[src/rtl/pgm_fe_pkg.sv]
package pgm_fe_pkg;
    localparam int ADDR_W  = 4;
    localparam int DATA_W  = 8;
    localparam int DEPTH   = 1 << ADDR_W;
    localparam int CTL_W   = 4 + ADDR_W;

    // control pin positions
    localparam int CTL_MODE     = 0;
    localparam int CTL_START    = 1;
    localparam int CTL_ACK      = 2;
    localparam int CTL_LOAD     = 3;
    localparam int CTL_ADDR_LSB = 4;

    // strobe positions inside the synchroniser vector
    localparam int STB_START = 0;
    localparam int STB_ACK   = 1;
    localparam int STB_LOAD  = 2;
    localparam int STB_N     = 3;

    typedef struct packed {
        logic              we;
        logic [ADDR_W-1:0] addr;
        logic [DATA_W-1:0] data;
    } ram_wr_t;

    typedef logic [DEPTH-1:0][DATA_W-1:0] ram_image_t;
endpackage

[src/rtl/pin_sync_edge.sv]
module pin_sync_edge #(
    parameter int W      = 16,
    parameter int EDGE_W = 3,
    parameter int STAGES = 2
) (
    input  logic                clk,
    input  logic                rst_n,
    input  logic [W-1:0]        raw,
    output logic [EDGE_W-1:0]   rise,
    output logic [W-EDGE_W-1:0] held
);
    localparam int LAST = STAGES - 1;

    typedef struct packed {
        logic [STAGES-1:0][W-1:0] pipe;
        logic [EDGE_W-1:0]        prev;
    } sync_st_t;

    sync_st_t st_d, st_q;

    always_comb begin
        st_d         = st_q;
        st_d.pipe[0] = raw;
        for (int i = 1; i < STAGES; i++) begin
            st_d.pipe[i] = st_q.pipe[i-1];
        end
        st_d.prev = st_q.pipe[LAST][EDGE_W-1:0];
    end

    always_ff @(posedge clk or negedge rst_n) begin
        if (!rst_n) begin
            st_q <= '0;
        end else begin
            st_q <= st_d;
        end
    end

    assign rise = st_q.pipe[LAST][EDGE_W-1:0] & ~st_q.prev;
    assign held = st_q.pipe[LAST][W-1:EDGE_W];
endmodule

[src/rtl/ram_port_arb.sv]
module ram_port_arb
    import pgm_fe_pkg::*;
(
    input  logic              man_fire,
    input  logic [ADDR_W-1:0] man_addr,
    input  logic [DATA_W-1:0] man_data,
    input  logic              cpu_we,
    input  logic [ADDR_W-1:0] cpu_addr,
    input  logic [DATA_W-1:0] cpu_data,
    output ram_wr_t           wr
);
    // manual write has the edge when both ask; the core request is dropped
    always_comb begin
        wr.we   = 1'b0;
        wr.addr = cpu_addr;
        wr.data = cpu_data;
        if (man_fire) begin
            wr.we   = 1'b1;
            wr.addr = man_addr;
            wr.data = man_data;
        end else if (cpu_we) begin
            wr.we = 1'b1;
        end
    end
endmodule

[src/rtl/prog_ram.sv]
module prog_ram
    import pgm_fe_pkg::*;
(
    input  logic              clk,
    input  logic              rst_n,
    input  ram_wr_t           wr,
    input  logic [ADDR_W-1:0] rd_addr,
    output logic [DATA_W-1:0] rd_data,
    output ram_image_t        image
);
    ram_image_t mem_d, mem_q;

    always_comb begin
        mem_d = mem_q;
        if (wr.we) begin
            mem_d[wr.addr] = wr.data;
        end
    end

    always_ff @(posedge clk or negedge rst_n) begin
        if (!rst_n) begin
            mem_q <= '0;
        end else begin
            mem_q <= mem_d;
        end
    end

    assign rd_data = mem_q[rd_addr];
    assign image   = mem_q;
endmodule

[src/rtl/pgm_front_end.sv]
module pgm_front_end
    import pgm_fe_pkg::*;
#(
    parameter int SYNC_STAGES = 2
) (
    input  logic              clk,
    input  logic              rst_n,
    input  logic [CTL_W-1:0]  ctl_pins,
    input  logic [DATA_W-1:0] bus_in,
    output logic [DATA_W-1:0] bus_out,
    output logic [DATA_W-1:0] bus_oe,
    output logic [7:0]        stat_pins,
    input  logic [DATA_W-1:0] cpu_out_byte,
    input  logic              cpu_inp_req,
    input  logic              cpu_halted,
    input  logic [ADDR_W-1:0] cpu_pc,
    input  logic [ADDR_W-1:0] cpu_mem_addr,
    input  logic              cpu_mem_we,
    input  logic [DATA_W-1:0] cpu_mem_wdata,
    output logic [DATA_W-1:0] cpu_mem_rdata,
    output logic              cpu_start,
    output logic              cpu_inp_ack,
    output logic [DATA_W-1:0] cpu_inp_data
);
    localparam int HELD_W   = ADDR_W + DATA_W + 1;
    localparam int SYNC_W   = HELD_W + STB_N;
    localparam int STAT_PAD = 8 - 2 - ADDR_W;

    logic [SYNC_W-1:0] sync_raw;
    logic [STB_N-1:0]  stb_rise;
    logic [HELD_W-1:0] held;
    logic              mode_s;
    logic [DATA_W-1:0] data_s;
    logic [ADDR_W-1:0] addr_s;
    logic              man_fire;
    ram_wr_t           ram_wr;
    ram_image_t        ram_image;

    // strobes and their data travel together through the same stages
    assign sync_raw = {ctl_pins[CTL_W-1:CTL_ADDR_LSB], bus_in, ctl_pins[CTL_MODE],
                       ctl_pins[CTL_LOAD], ctl_pins[CTL_ACK], ctl_pins[CTL_START]};

    pin_sync_edge #(
        .W      (SYNC_W),
        .EDGE_W (STB_N),
        .STAGES (SYNC_STAGES)
    ) u_sync (
        .clk   (clk),
        .rst_n (rst_n),
        .raw   (sync_raw),
        .rise  (stb_rise),
        .held  (held)
    );

    assign mode_s = held[0];
    assign data_s = held[DATA_W:1];
    assign addr_s = held[HELD_W-1:DATA_W+1];

    assign man_fire     = stb_rise[STB_LOAD] & ~mode_s;
    assign cpu_start    = stb_rise[STB_START] & mode_s;
    assign cpu_inp_ack  = stb_rise[STB_ACK] & cpu_inp_req;
    assign cpu_inp_data = data_s;

    ram_port_arb u_arb (
        .man_fire (man_fire),
        .man_addr (addr_s),
        .man_data (data_s),
        .cpu_we   (cpu_mem_we),
        .cpu_addr (cpu_mem_addr),
        .cpu_data (cpu_mem_wdata),
        .wr       (ram_wr)
    );

    prog_ram u_ram (
        .clk     (clk),
        .rst_n   (rst_n),
        .wr      (ram_wr),
        .rd_addr (cpu_mem_addr),
        .rd_data (cpu_mem_rdata),
        .image   (ram_image)
    );

    // pin direction follows the raw mode pin
    assign bus_oe    = {DATA_W{ctl_pins[CTL_MODE]}};
    assign bus_out   = ctl_pins[CTL_MODE] ? cpu_out_byte : '0;
    assign stat_pins = {cpu_inp_req, cpu_halted, cpu_pc, {STAT_PAD{1'b0}}};
endmodule

[config.mk]
export PLATFORM = sky130hd
export DESIGN_NAME = pgm_front_end
export DESIGN_NICKNAME = d
export VERILOG_FILES = /design/src/rtl/pgm_fe_pkg.sv /design/src/rtl/pin_sync_edge.sv /design/src/rtl/ram_port_arb.sv /design/src/rtl/prog_ram.sv /design/src/rtl/pgm_front_end.sv
export SDC_FILE = /design/constraint.sdc
export NUM_CORES = 1
export LEC_CHECK = 0
export BUFFER_PORTS_ARGS = -buffer_cell sky130_fd_sc_hd__buf_4
export CAP_MARGIN = 20
export CORE_AREA = 2 2 156 143
export DETAILED_ROUTE_END_ITERATION = 12
export DIE_AREA = 0 0 158 145
export GPL_ROUTABILITY_DRIVEN = 0
export SKIP_CTS_REPAIR_TIMING = 1
export SLEW_MARGIN = 15
export SYNTH_ARGS = -nofsm -noshare
export SYNTH_HDL_FRONTEND = slang
export SYNTH_SLANG_ARGS = --single-unit
[constraint.sdc]
create_clock -name clk -period 4.58 [get_ports clk]
set_input_delay 0.458 -clock clk [delete_from_list [all_inputs] [get_ports clk]]
set_output_delay 0.458 -clock clk [all_outputs]
set_load 0.005 [all_outputs]
Word-level counts from Yosys, hierarchy flattened:

Index checks and enable logic that the tools add are counted.

* logic and storage cells: 38
* output and inout port bits: 42
* register bits: 163

* reductions and logical operators: 1
* bitwise operators: 6
* multiplexer cells: 9
* magnitude comparators: 3

Operators with widths (number)
* $bwmux W128: 1
* $bmux W8 S4: 1
* $demux W8 S4: 1
* $mux W8: 3
* $mux W12: 1
* $lt A4 B5 Y1 const B: 2
* $ge A4 B1 Y1 const B: 1
* $and A1 B1 Y1: 3
* $and A3 B3 Y3: 1
* $not A3 Y3: 1
* $mux W1: 2
* $logic_and A1 B1 Y1: 1
* $not A1 Y1: 1

Logic depth before layout (Yosys ltp):

* depth after elaboration: 9
* mapped depth: 7
* mapped depth without buffers: 4

Hierarchy:

Synthesis repeated with hierarchy kept, for this count alone.

* cells, all modules: 458
* area, all modules: 7309.5 um^2

By module, submodules not included
* prog_ram: times used 1, area each 5915.7 um^2, cells each 365
* pin_sync_edge: times used 1, area each 1014.7 um^2, cells each 51
* pgm_front_end: times used 1, area each 192.7 um^2, cells each 28
* ram_port_arb: times used 1, area each 186.4 um^2, cells each 14

Worst setup path after synthesis:

Ideal clock, no wire load.

* kind: input-to-output
* start: input cpu_mem_addr[1]
* end: output cpu_mem_rdata[0]
* arrival: 1.814 ns
* stages on the path: 6
* data required time: 4.122 ns
* buffers on the path: 3
* setup slack: 2.308 ns
* cell sequence: buf_4 -> buf_2 -> buf_1 -> mux4_2 -> a22oi_1 -> nand2_1

* word-level cells in the longest chain between the ends: 2

RTL lines
* start, declared: RTL line pgm_front_end.sv:17 `input logic [ADDR_W-1:0] cpu_mem_addr,`
* $bmux W8 S4: RTL line prog_ram.sv:28 `assign rd_data = mem_q[rd_addr];`
* $mux W8 (implied by the code): RTL line prog_ram.sv:28
* end, declared: RTL line pgm_front_end.sv:20 `output logic [DATA_W-1:0] cpu_mem_rdata,`

No other way between the ends. The select of a mux whose other input is x is not followed.

Worst setup path in the final report:

* start: register u_sync.st_q (netlist bit u_sync.held[0])
* end: register u_ram.mem_q (netlist bit u_ram.image[64])

* word-level cells in the longest chain between the ends: 8
* elaborated cells between the ends (all ways): 10
* those cells by class: order compare: 2; mux: 5; bitwise: 2; reduce/logical: 1

RTL lines
* start, declared: RTL line pin_sync_edge.sv:19 `sync_st_t st_d, st_q;`
* start signal, assigned: RTL line pin_sync_edge.sv:34 `st_q <= st_d;`
* $not A1 Y1 *: RTL line pgm_front_end.sv:59 `assign man_fire = stb_rise[STB_LOAD] & ~mode_s;`
* $and A1 B1 Y1 *: RTL line pgm_front_end.sv:59
* $mux W12: RTL line ram_port_arb.sv:17 `if (man_fire) begin`
* $lt A4 B5 Y1 (implied by the code) or $ge A4 B1 Y1 (tied branches): RTL line prog_ram.sv:16 `mem_d[wr.addr] = wr.data;`
* $logic_and A1 B1 Y1 (implied by the code): RTL line prog_ram.sv:16
* $mux W8 (implied by the code): RTL line prog_ram.sv:16
* $demux W8 S4
* $bwmux W128: RTL line prog_ram.sv:16
* end signal, assigned: RTL line prog_ram.sv:24 `mem_q <= mem_d;`
* end, declared: RTL line prog_ram.sv:11 `ram_image_t mem_d, mem_q;`

Mark *: on every way between the ends. The rest lies on a longest branch, timed or not.
A chain may end at the register's enable or synchronous reset.

==> run_results.csv <==
group,metric,value,unit
run_status,status,"completed",
synthesis,synth-adder-area-share,0,%
synthesis,synthXorXnorAreaFrac,0,%
synthesis,ys.flop_type,"dfrtp_1",
timing,hold_viol,0,
timing,fin_tns_setup,0,ns
grt,antenna_found_initial,0,
timing,tightest_slew,0.933,ns
critical_path,worst_ep_arrival_time,3.12,ns
clock_network,cts-root-buf,"clkbuf_16",
power,powerDensity,481,mW/mm^2
floorplan,ios,87,
layout,antenna_cells,0,
place,portBuffers,74,
synthesis,synth-simple-area-share,5.45,%
grt,grt_pass1_wl,26.7,mm
clock_network,tritoncts,"done",
clock_network,clock-sinks,163,
synthesis,synth_seq_area_share,55.4,%
worst_hold_path,hold_path.class,"primary input to asynchronous set/reset pin",
grt,track_usage,15.5,%
floorplan,dieArea,0.0229,mm^2
synthesis,ys_seq_elements,163,
layout,drive_gt1_share,48.7,%
timing,clock_skew,0.00959,ns
clock_network,clock_latency,0.43,ns
critical_path,critical_path_class,"flip-flop to flip-flop",
synthesis,muxShareOfSynthArea,29.4,%
layout,nets,595,
timing,setup_viol,0,
synthesis,synth_compound_area_share,5.71,%
synthesis,synth-async-reset-ratio,100,%
timing,finalMaxSlewViolations,0,
routing,drt_iter0_drc,207,
grt,grt.overflow.total,0,
critical_path,crit_path_max_incr_delay,0.78,ns
timing,fin_crit_sh,61.4,%
clock_network,htree_levels,4,
critical_path,cp-start-kind,"flip-flop",
timing,worst_slack,1.77,ns
timing,slew_headroom,37.5,%
timing,hold_ws,0.0981,ns
routing,route.vias.total,4341,
critical_path,cp-end-kind,"flip-flop",
place,hpwl,11.2,mm
layout,fillers,2010,
synthesis,syn_avg_cell_area,14.6,um^2
critical_path,critical-path-top-delay-family,"simple AND/OR/NAND/NOR gates",
critical_path,crit_fanout,13,
routing,postRouteAntennaNets,0,
clock_network,cts_made_buffers,17,
floorplan,dieWidth,158,um
critical_path,critPathSlowestCell,"nor3b_2",
synthesis,synth_common_cells,"163 x dfrtp_1, 128 x mux2_2, 34 x nand2_1, 25 x buf_4, 23 x mux2i_1",
synthesis,synth-edff-count,0,
clock_network,clock_path_buffers,2,
critical_path,reg2reg_slack,1.77,ns
place,place_ws,1.70,ns
clock_network,clkTransAtPathRegs,0.06,ns
floorplan,fp.dieH,145,um
synthesis,syn-cell-area,0.00737,mm^2
routing,drc,0,
routing,drt-total-wl,16.9,mm
grt,grt_max_degree,101,
critical_path,crit_required,4.89,ns
critical_path,critPathBufInv,0,
synthesis,yosysUniqueCellTypes,38,
timing,fin_crit,2.81,ns
floorplan,rows,51,
synthesis,yosysTopAreaCellShare,55.4,%
power,vdd_ir_drop_max,208,uV
flow_run,cap_violations,0,
synthesis,synth_top_family_by_area,"multiplexers",
synthesis,yosysTopAreaCell,"dfrtp_1",
critical_path,crit_chain,"nor3b_2, nand3b_1, o32ai_2, mux2_2",
routing,routedWlPerCell,19.8,um
synthesis,synth.most_common_cell,"dfrtp_1",
synthesis,yosys-top-cells-area,"dfrtp_1 55%, mux2_2 20%, mux4_2 6.7%, mux2i_1 3.1%, buf_4 2.5%",
floorplan,core,0.0213,mm^2
floorplan,initial_utilization,34.6,%
power,p_total,4.14,mW
timing,rsz0062_at_grt,"no",
routing,vias_per_cell,5.08,
layout,area_growth_syn_to_layout,16.9,%
synthesis,postSynthCellCount,504,
power,power.leakage,3.67,nW
synthesis,yosysWarnings,0,
routing,drtPass1Iterations,4,
timing,fmax,356,MHz
grt,grt_pass1_vias,4659,
metrics by stage:
| stage | utilization, % | instances | area, um^2 |
|---|---|---|---|
| after CTS | 40.4 | 854 | 8610 |
| after detailed placement | 37.6 | 822 | 8020 |
| after floorplan | - | 505 | 7370 |
| after global routing | 40.4 | 854 | 8610 |
| final | 40.4 | 854 | 8610 |
| after global placement | 37.6 | 822 | 8020 |
per-layer routing:
metal | wire length (um) | track usage, % | vias up
met5 | 0 | 0 | -
met4 | 345 | 5.23 | 0
met3 | 849 | 3.73 | 24
met2 | 8080 | 24.5 | 131
met1 | 7650 | 21.0 | 2270
li1 | - | - | 1916
sequential cells by signal, summed over array words and instances, names as in the netlist:
register and count:
u_ram.image 128, u_sync.held 13, u_sync.st_d 19, u_sync.st_q 3
path summary, 6_finish.rpt:
kind / startpoint / endpoint / cells after the start
min reg2reg: u_sync.st_d[25]$_DFF_PN0_ / u_sync.held[3]$_DFF_PN0_ / 0
max: u_sync.held[0]$_DFF_PN0_ / u_ram.image[64]$_DFFE_PN0P_ / 4
max reg2reg: u_sync.held[0]$_DFF_PN0_ / u_ram.image[64]$_DFFE_PN0P_ / 4
min: rst_n / u_ram.image[126]$_DFFE_PN0P_ / 1
max in group asynchronous: rst_n / u_sync.st_q[0]$_DFF_PN0_ / 2
min in group clk: bus_in[1] / u_sync.st_d[24]$_DFF_PN0_ / 1
worst reg2reg max path: stages (launching register included):
cell,delay [ns]
dfrtp_1,0.41
nor3b_2,0.78
nand3b_1,0.38
o32ai_2,0.72
mux2_2,0.41
final cells by class:
class | instances | area, um^2 | area share [%]
repair buffers | 76 | 574 | 6.67
well taps | 291 | 364 | 4.23
clock inverters | 12 | 155 | 1.80
multi-input cells | 291 | 3000 | 34.8
inverters | 1 | 3.75 | 0.0436
clock buffers | 20 | 437 | 5.07
flip-flops and latches | 163 | 4080 | 47.4
cells by family (layout without fill, tap and decap cells):
family,after synthesis,after routing
other cells,1,2
simple gates,74,74
buf+inv,51,109
compound gates,42,42
flops,163,163
mux,173,173
cell usage in the layout, fill, tap and decap left out, types with 2 or more instances in the layout:
master and count:
conb_1 2, a211oi_1 3, nand2b_1 3, nand3_1 2
inv_6 2, clkbuf_1 3, dfrtp_1 163, bufinv_16 3
o32ai_2 2, clkinvlp_4 5, a221oi_1 10, a32oi_2 2
o22ai_2 6, nand2_1 34, and2_1 10, a22oi_2 4
a22oi_1 5, buf_4 75, nor2b_1 8, mux4_2 22
nor2_1 5, o21ai_0 5, a22oi_4 2, mux2_2 128
a21oi_1 3, clkbuf_16 17, mux2i_1 23, clkinv_2 2
power breakdown:
part | leakage (nW) | internal, mW | total [mW] | switching, mW
clock | 0.273 | 0.858 | 1.44 | 0.580
sequential | 1.91 | 1.78 | 1.95 | 0.175
combinational | 1.48 | 0.450 | 0.745 | 0.295
total | 3.67 | 3.09 | 4.14 | 1.05
No activity file was read; power rests on OpenSTA's default activity.
